## config.mk

```make
export PLATFORM = sky130hd
export DESIGN_NAME = booth4_mult
export DESIGN_NICKNAME = d
export VERILOG_FILES = /design/src/rtl/booth4_pkg.sv /design/src/rtl/booth4_enc.sv /design/src/rtl/booth4_row.sv /design/src/rtl/booth4_csa.sv /design/src/rtl/booth4_csel.sv /design/src/rtl/booth4_mult.sv
export SDC_FILE = /design/constraint.sdc
export NUM_CORES = 1
export LEC_CHECK = 0
export BUFFER_PORTS_ARGS = -buffer_cell sky130_fd_sc_hd__buf_2
export CAP_MARGIN = 25
export CELL_PAD_IN_SITES_DETAIL_PLACEMENT = 1
export CELL_PAD_IN_SITES_GLOBAL_PLACEMENT = 2
export CORE_MARGIN = 8
export CORE_UTILIZATION = 37
export CTS_CLUSTER_DIAMETER = 50
export DETAILED_ROUTE_END_ITERATION = 6
export PLACE_DENSITY_LB_ADDON = 0.1
export SYNTH_ARGS = -nofsm -noshare
export SYNTH_HDL_FRONTEND = slang
export SYNTH_SLANG_ARGS = --single-unit
```

## constraint.sdc

```tcl
create_clock -name clk_i -period 6.1 [get_ports clk_i]
set_input_delay 0.61 -clock clk_i [delete_from_list [all_inputs] [get_ports clk_i]]
set_output_delay 0.61 -clock clk_i [all_outputs]
set_load 0.02 [all_outputs]
```

## src/rtl/booth4_pkg.sv

```systemverilog
package booth4_pkg;

  typedef struct packed {
    logic neg;
    logic one;
    logic two;
  } digit_t;

  // triple = {b[2i+1], b[2i], b[2i-1]}
  function automatic digit_t recode(input logic [2:0] t);
    digit_t d;
    unique case (t)
      3'b000, 3'b111: d = '{neg: 1'b0, one: 1'b0, two: 1'b0};
      3'b001, 3'b010: d = '{neg: 1'b0, one: 1'b1, two: 1'b0};
      3'b011:         d = '{neg: 1'b0, one: 1'b0, two: 1'b1};
      3'b100:         d = '{neg: 1'b1, one: 1'b0, two: 1'b1};
      default:        d = '{neg: 1'b1, one: 1'b1, two: 1'b0};
    endcase
    return d;
  endfunction

  // sum of -2^(w+2i) over all rows, modulo 2^(2w)
  function automatic logic [31:0] sign_const(input int w, input int rows);
    logic [31:0] k;
    k = '0;
    for (int i = 0; i < rows; i++) k = k - (32'd1 << (w + 2 * i));
    return k;
  endfunction

endpackage

```

## src/rtl/booth4_enc.sv

```systemverilog
module booth4_enc
  import booth4_pkg::*;
#(
  parameter int W = 8,
  localparam int NPP = W / 2
) (
  input  logic [W-1:0] b_i,
  output digit_t       dig_o [NPP]
);
  logic [W:0] b_ext;
  assign b_ext = {b_i, 1'b0};

  for (genvar i = 0; i < NPP; i++) begin : g_dig
    assign dig_o[i] = recode(b_ext[2*i+2 -: 3]);
  end
endmodule

```

## src/rtl/booth4_row.sv

```systemverilog
module booth4_row
  import booth4_pkg::*;
#(
  parameter int W   = 8,
  parameter int IDX = 0,
  localparam int PW = 2 * W
) (
  input  logic [W-1:0]  a_i,
  input  digit_t        dig_i,
  output logic [PW-1:0] row_o
);
  logic [W:0] sel, pp, ext;

  always_comb begin
    if (dig_i.two)      sel = {a_i, 1'b0};
    else if (dig_i.one) sel = {a_i[W-1], a_i};
    else                sel = '0;
    pp  = sel ^ {(W+1){dig_i.neg}};
    // inverted sign; the matching -2^(W+2i) lives in the shared constant
    ext = {~pp[W], pp[W-1:0]};
  end

  assign row_o = {{(PW-W-1){1'b0}}, ext} << (2 * IDX);
endmodule

```

## src/rtl/booth4_csa.sv

```systemverilog
module booth4_csa #(
  parameter int PW   = 16,
  parameter int NROW = 5,
  localparam int NST = NROW - 2
) (
  input  logic [PW-1:0] rows_i [NROW],
  output logic [PW-1:0] sum_o,
  output logic [PW-1:0] cry_o
);
  logic [PW-1:0] s [NST];
  logic [PW-1:0] c [NST];

  for (genvar k = 0; k < NST; k++) begin : g_st
    logic [PW-1:0] x, y, z, maj;
    if (k == 0) begin : g_first
      assign x = rows_i[0];
      assign y = rows_i[1];
    end else begin : g_next
      assign x = s[k-1];
      assign y = c[k-1];
    end
    assign z    = rows_i[k+2];
    assign s[k] = x ^ y ^ z;
    assign maj  = (x & y) | (x & z) | (y & z);
    assign c[k] = {maj[PW-2:0], 1'b0};
  end

  assign sum_o = s[NST-1];
  assign cry_o = c[NST-1];
endmodule

```

## src/rtl/booth4_csel.sv

```systemverilog
module booth4_csel #(
  parameter int W   = 16,
  parameter int SEC = 4,
  localparam int NSEC = W / SEC
) (
  input  logic [W-1:0] a_i,
  input  logic [W-1:0] b_i,
  output logic [W-1:0] s_o
);
  logic [NSEC:0] cy;
  assign cy[0] = 1'b0;

  for (genvar i = 0; i < NSEC; i++) begin : g_sec
    logic [SEC-1:0] xa, xb;
    assign xa = a_i[i*SEC +: SEC];
    assign xb = b_i[i*SEC +: SEC];
    if (i == 0) begin : g_lsb
      assign {cy[1], s_o[SEC-1:0]} = {1'b0, xa} + {1'b0, xb};
    end else begin : g_sel
      logic [SEC:0] r0, r1;
      assign r0 = {1'b0, xa} + {1'b0, xb};
      assign r1 = {1'b0, xa} + {1'b0, xb} + {{SEC{1'b0}}, 1'b1};
      assign s_o[i*SEC +: SEC] = cy[i] ? r1[SEC-1:0] : r0[SEC-1:0];
      assign cy[i+1]           = cy[i] ? r1[SEC] : r0[SEC];
    end
  end
endmodule

```

## src/rtl/booth4_mult.sv

```systemverilog
module booth4_mult
  import booth4_pkg::*;
#(
  parameter int W   = 8,
  parameter int SEC = 4,
  localparam int PW   = 2 * W,
  localparam int NPP  = W / 2,
  localparam int NROW = NPP + 1
) (
  input  logic          clk_i,
  input  logic          rst_ni,
  input  logic [W-1:0]  a_i,
  input  logic [W-1:0]  b_i,
  output logic [PW-1:0] p_o
);
  localparam logic [31:0] K32 = sign_const(W, NPP);
  localparam logic [PW-1:0] SIGN_K = K32[PW-1:0];

  logic [W-1:0]  a_q, b_q;
  digit_t        dig [NPP];
  logic [PW-1:0] rows [NROW];
  logic [PW-1:0] fix_row, csa_s, csa_c, p_d;

  always_ff @(posedge clk_i or negedge rst_ni) begin
    if (!rst_ni) begin
      a_q <= '0;
      b_q <= '0;
    end else begin
      a_q <= a_i;
      b_q <= b_i;
    end
  end

  booth4_enc #(.W(W)) i_enc (.b_i(b_q), .dig_o(dig));

  for (genvar i = 0; i < NPP; i++) begin : g_row
    booth4_row #(.W(W), .IDX(i)) i_row (
      .a_i(a_q), .dig_i(dig[i]), .row_o(rows[i])
    );
  end

  // negation +1 bits sit below bit W, where the constant is all zero
  always_comb begin
    fix_row = SIGN_K;
    for (int i = 0; i < NPP; i++) fix_row[2*i] = dig[i].neg;
  end
  assign rows[NPP] = fix_row;

  booth4_csa #(.PW(PW), .NROW(NROW)) i_csa (
    .rows_i(rows), .sum_o(csa_s), .cry_o(csa_c)
  );

  booth4_csel #(.W(PW), .SEC(SEC)) i_cpa (
    .a_i(csa_s), .b_i(csa_c), .s_o(p_d)
  );

  always_ff @(posedge clk_i or negedge rst_ni) begin
    if (!rst_ni) p_o <= '0;
    else         p_o <= p_d;
  end
endmodule

```

After elaboration in Yosys (flattened, before gate mapping). Index checks and enable logic that the tools add are counted.

Input bits: 18. Word-level logic and storage cells: 83. Bits in registers: 32.

Add/subtract/negate cells: 7. Equal/unequal tests: 17. Bitwise gates (word level): 29. Reduce and logical (&&, ||, !) cells: 10. Muxes and demuxes: 17.

Operators by type and width (count): 15-bit OR (5); 9-bit two-way mux (8); 15-bit bitwise AND (4); 16-bit bitwise XOR (3); 3-bit one-hot mux with 4 select lines (3); 9-bit bitwise XOR (4); 15-bit by 14-bit bitwise AND with 15-bit output (2); 3-bit by 2-bit == test with 1-bit output (second input constant) (6); 3-bit == test (second input constant) (6); 16-bit by 15-bit bitwise XOR with 16-bit output (1); 4-bit by 4-bit adder with 5-bit output (3); 15-bit by 13-bit OR with 15-bit output (1); 11-bit by 13-bit bitwise AND with 13-bit output (1); 9-bit by 13-bit bitwise AND with 13-bit output (1); 11-bit by 13-bit bitwise XOR with 13-bit output (1); 3-bit zero test (4); 4-bit two-way mux (3); 2-bit OR reduction (6); 9-bit by 11-bit bitwise AND with 11-bit output (1); 9-bit by 11-bit bitwise XOR with 11-bit output (1); 5-bit by 1-bit adder with 5-bit output (second input constant) (2); 3-bit by 1-bit == test with 1-bit output (second input constant) (3); 3-bit one-hot mux with 3 select lines (1); 4-bit by 1-bit adder with 4-bit output (second input constant) (1); 5 further kinds (9).

Depth between registers and ports, before layout.
Word-level depth: 21. Gate-level depth with buffers: 18.

By module. Synthesis repeated with hierarchy kept, for this count alone.

Cells, all modules: 415. Area total of the unflattened synthesis: 4473.0 um^2.

Modules (own cells, without submodules): booth4_row (cells each 53, sequential area each 0.0 um^2, instances 4, area an instance 439.2 um^2); booth4_csa (cells each 59, sequential area each 0.0 um^2, instances 1, area an instance 989.7 um^2); booth4_csel (cells each 92, sequential area each 0.0 um^2, instances 1, area an instance 809.5 um^2); booth4_mult (cells each 34, sequential area each 800.8 um^2, instances 1, area an instance 808.3 um^2); booth4_enc (cells each 18, sequential area each 0.0 um^2, instances 1, area an instance 108.9 um^2).

Worst setup path before layout. No wires, ideal clock.

Kind: reg2reg. Start point: register b_q[1]. End point: register p_o[12]. Period minus slack after synthesis: 4.543 ns. Arrival: 4.421 ns. Path buffers: 1. Stages on the path, launching flop included: 18. Path slack: 1.557 ns. Cells stage by stage: dfrtp_1 -> clkbuf_1 -> nand2_1 -> nor2_1 -> nand2_1 -> o21ai_0 -> a21oi_1 -> fa_1 -> fa_1 -> inv_1 -> fa_1 -> fa_1 -> xnor2_1 -> nor3_2 -> xnor2_2 -> nand4_1 -> and2_4 -> xor2_1.

Word-level cells in the longest chain between the ends: 20.

Ends and longest elaborated chain: start: declaration (line booth4_mult.sv:19) `logic [W-1:0] a_q, b_q;`; start signal: assignment (line booth4_mult.sv:30) `b_q <= b_i;`; 3-bit by 1-bit == test with 1-bit output (tied with other cells) (line booth4_pkg.sv:12) `unique case (t)`; 2-bit OR reduction (line booth4_pkg.sv:12); 3-bit one-hot mux with 4 select lines (line booth4_pkg.sv:12); 9-bit two-way mux (line booth4_row.sv:16) `else if (dig_i.one) sel = {a_i[W-1], a_i};`; 9-bit two-way mux (line booth4_row.sv:15) `if (dig_i.two) sel = {a_i, 1'b0};`; 9-bit bitwise XOR (line booth4_row.sv:18) `pp = sel ^ {(W+1){dig_i.neg}};`; 9-bit by 11-bit bitwise AND with 11-bit output (line booth4_csa.sv:24) `assign maj = (x & y) | (x & z) | (y & z);`; 15-bit OR (line booth4_csa.sv:24); [2 not listed]; 15-bit OR (2 in a row) (line booth4_csa.sv:24); 15-bit bitwise AND (line booth4_csa.sv:24); 15-bit OR (2 in a row) (line booth4_csa.sv:24); 4-bit by 4-bit adder with 5-bit output (line booth4_csel.sv:21, booth4_csel.sv:22); 5-bit by 1-bit adder with 5-bit output (line booth4_csel.sv:22) `assign r1 = {1'b0, xa} + {1'b0, xb} + {{SEC{1'b0}}, 1'b1};`; 1-bit two-way mux (2 in a row) (line booth4_csel.sv:24) `assign cy[i+1] = cy[i] ? r1[SEC] : r0[SEC];`; 4-bit two-way mux * (line booth4_csel.sv:23) `assign s_o[i*SEC +: SEC] = cy[i] ? r1[SEC-1:0] : r0[SEC-1:0];`; via i_cpa.s_o[12] (line booth4_csel.sv:8) `output logic [W-1:0] s_o`; end signal: assignment (line booth4_mult.sv:59) `else p_o <= p_d;`; end: declaration (line booth4_mult.sv:14) `output logic [PW-1:0] p_o`.

Mark *: on every way through the listed nets, which the timed path passes. The rest lies on a longest branch.

Worst setup path after layout. Same ends and word-level chain as after synthesis.

==> flow_summary_export.csv <==
group,metric,value,unit
status,outcome,"finished clean",
synthesis,syn_avg_cell_area,9.396,µm²
floorplanning,dieArea,0.01091,mm²
floorplanning,coreArea,0.007647,mm²
setup_path,critical_path_arrival,5.36,ns
synthesis,synth_cell_type_count,35,
timing,fmax,192.9,MHz
grt,grtUsageMet3,2.912,%
synthesis,ys_top_cells_by_area,"dfrtp_1 28%, ha_1 15%, fa_1 11%",
grt,grt_max_degree,33,
timing,slew_headroom,45.93,%
clock_tree,clock_path_buffers,2,
grt,grtUsageTotal,14.33,%
power,p_leak,1.517,nW
power,power.density,414.1,mW/mm²
synthesis,synth_top_area_share,27.67,%
setup_path,crit_buf_inv,1,
run,drv_cap,0,
timing,holdWs,0.3908,ns
grt,grt_pass1_wl,12630,µm
route,vias,2191,
synthesis,synth_cells,308,
finish,layout_commonest_cell,"ha_1",
timing,finalSetupTns,0,ns
setup_path,cp_common_cell,"fa_1",
clock_tree,cts_resized,0,
clock_tree,cts_buffers,5,
clock_tree,htree_num_levels,2,
finish,layout.nets,398,
setup_path,path_delay_family,"adder cells",
finish,layout_common_cells,"34 x ha_1, 33 x buf_2, 32 x dfrtp_1, 26 x nand2_1, 25 x inv_1",
synthesis,yosys_warnings,0,
timing,hold_viol_final,0,
synthesis,yosysSeqAreaShare,27.67,%
route,remaining_drc_errors,0,
grt,overflow,0,
grt,grt_pass1_vias,2376,
finish,drive_gt1_share,14.20,%
setup_path,worstPathCellList,"nand2_1, nor2_1, nand2_1, o21ai_0, a21oi_1, fa_1, fa_1, inv_1, fa_1, fa_1, xnor2_1, nor3_2, xnor2_2, nand4_1, and2_4, xor2_1",
clock_tree,hold_buffers,0,
route,drtPass1Iterations,4,
place,place_ws,0.8966,ns
clock_tree,clock_latency,0.29,ns
setup_path,setup.worst_path.class,"flop to flop",
finish,syn_to_final_growth,11.54,%
clock_tree,cts_setup_buffers,0,
floorplanning,ioPinCount,34,
finish,post-route-util,42.21,%
synthesis,synth_top_area_cell,"dfrtp_1",
grt,use_met1,19.32,%
grt,use_met2,22.22,%
place,hpwl,5525,µm
route,totalWireLength,7256,µm
grt,busiest_layer,"met2",
route,viasPerCell,5.060,
grt,antenna_found_initial,0,
synthesis,synth-seq-cells,32,
floorplanning,row_count,32,
setup_path,startpoint_type,"flop",
setup_path,r2r-start,"b_q[1]",
place,place_congestion,0.7409,
setup_path,cpPeakStageDelay,0.79,ns
timing,grt_setup_unrepaired,"no",
timing,setup_viol,0,
timing,maxSlewViolCount,0,
place,placed_area,0.003117,mm²
setup_path,critPathMaxFanout,21,
floorplanning,initial_utilization,37.84,%
finish,final_area,0.003228,mm²
route,detail_route.wl_per_cell,16.76,µm
timing,finalCritPeriodShare,85.00,%
synthesis,syn_nets,376,
clock_tree,clock_sinks,32,
floorplanning,fp.dieW,104.4,µm
setup_path,reg2regPathDepth,16,
timing,fin_ws,0.9151,ns
clock_tree,tritoncts,"done",
place,portBuffers,33,
timing,tightestPinTransition,0.8111,ns
hold_path,hold_path.class,"input pin to async pin",
clock_tree,clock_tree.root_cell,"clkbuf_8",
clock_tree,path_clk_slew,0.08,ns
power,ir_drop,298.3,µV
route,drtAntennaViolNets,0,
timing,clock_skew,0.009067,ns
setup_path,reg2reg_to,"p_o[12]",
route,drtIter0Drc,61,
setup_path,worstSetupEndpointType,"flop",
timing,final.min_clock_period,5.185,ns
setup_path,reg2reg_slack,0.92,ns
floorplanning,fp.dieH,104.4,µm
setup_path,required,6.28,ns
synthesis,syn_area,0.002894,mm²
finish,diodes,0,
setup_path,cpMaxStageDelayCell,"dfrtp_1",
-- cell usage after synthesis --
cell / n
inv_2: 1
a211oi_1: 2
buf_2: 2
o221ai_1: 3
nand2_1: 26
a31oi_2: 1
xnor2_1: 19
mux2_1: 1
ha_1: 34
a22oi_1: 6
inv_1: 25
xor2_1: 21
nand2b_1: 5
a31o_1: 1
nor2_1: 18
nand3_1: 7
o21ai_0: 2
clkbuf_1: 13
nor3_2: 1
and2_4: 1
fa_1: 16
o21ai_1: 13
nand4_1: 4
nor3b_1: 4
a221oi_1: 6
and2_1: 2
xnor2_2: 1
mux2i_1: 5
a21oi_1: 20
buf_1: 3
dfrtp_1: 32
nor2b_1: 4
a31o_4: 1
a21o_1: 5
o22ai_1: 3
-- worst max path at each step --
stage / slack, ns / end / cells past startpoint / start
floorplan: 1.56 / p_o[12] / 17 / b_q[1]
global placement: 1.05 / p_o[12] / 13 / b_q[3]
detailed placement: 0.90 / p_o[12] / 16 / b_q[1]
CTS: 0.89 / p_o[12] / 16 / b_q[1]
global route: 0.50 / p_o[12] / 16 / b_q[1]
finish: 0.92 / p_o[12] / 16 / b_q[1]
-- report_power, final --
part | internal [mW] | total (mW) | switching [mW] | leakage [nW]
logic | 0.362 | 0.821 | 0.460 | 1.09
registers | 0.274 | 0.309 | 0.0353 | 0.373
clock network | 0.121 | 0.207 | 0.0858 | 0.0541
total | 0.756 | 1.34 | 0.581 | 1.52
-- routing by layer --
layer | vias to the layer above | share of wire [%]
li1 | 1088 | -
met1 | 1067 | 49
met2 | 26 | 46
met3 | 10 | 3.0
met4 | 0 | 1.5
met5 | - | 0
-- area by class of cell --
class | instances | area, µm²
fillers | 887 | 4419
well taps | 102 | 127.6
inverters | 26 | 97.59
multi-input cells | 232 | 1926
clock buffers | 5 | 68.82
repair buffers | 33 | 165.2
clock inverters | 3 | 42.54
flip-flops and latches | 32 | 800.8
-- cells by family (layout without fill, tap and decap cells) --
logic type | count (synthesis) | in the layout | synth area share (%)
adder cells (fa/ha/maj) | 50 | 50 | 25.77
XOR/XNOR | 41 | 41 | 12.67
multiplexers | 6 | 6 | 2.119
flip-flops | 32 | 32 | 27.67
AO/OA/AOI/OAI | 63 | 63 | 14.14
buffers and inverters | 44 | 67 | 5.793
AND/OR/NAND/NOR | 72 | 72 | 11.85
-- worst reg2reg max path, stage by stage, from the launching register on --
cell and delay, ns:
dfrtp_1 0.79, nand2_1 0.23, nor2_1 0.36, nand2_1 0.10, o21ai_0 0.09, a21oi_1 0.08, fa_1 0.55, fa_1 0.56
inv_1 0.05, fa_1 0.51, fa_1 0.46, xnor2_1 0.28, nor3_2 0.10, xnor2_2 0.33, nand4_1 0.23, and2_4 0.23
xor2_1 0.13
-- registers in the layout (all words and copies together), names as in the netlist --
register and flops:
a_q 8, p_o 16, b_q 8
-- per-stage QoR --
stage / power (mW) / std cells
2_1_floorplan: 0.9375 / 308
3_3_place_gp: 1.135 / 425
3_5_place_dp: 1.150 / 425
4_1_cts: 1.376 / 433
5_1_grt: 1.494 / 433
6_report: 1.337 / 433
No activity file was read; power rests on OpenSTA's default activity.
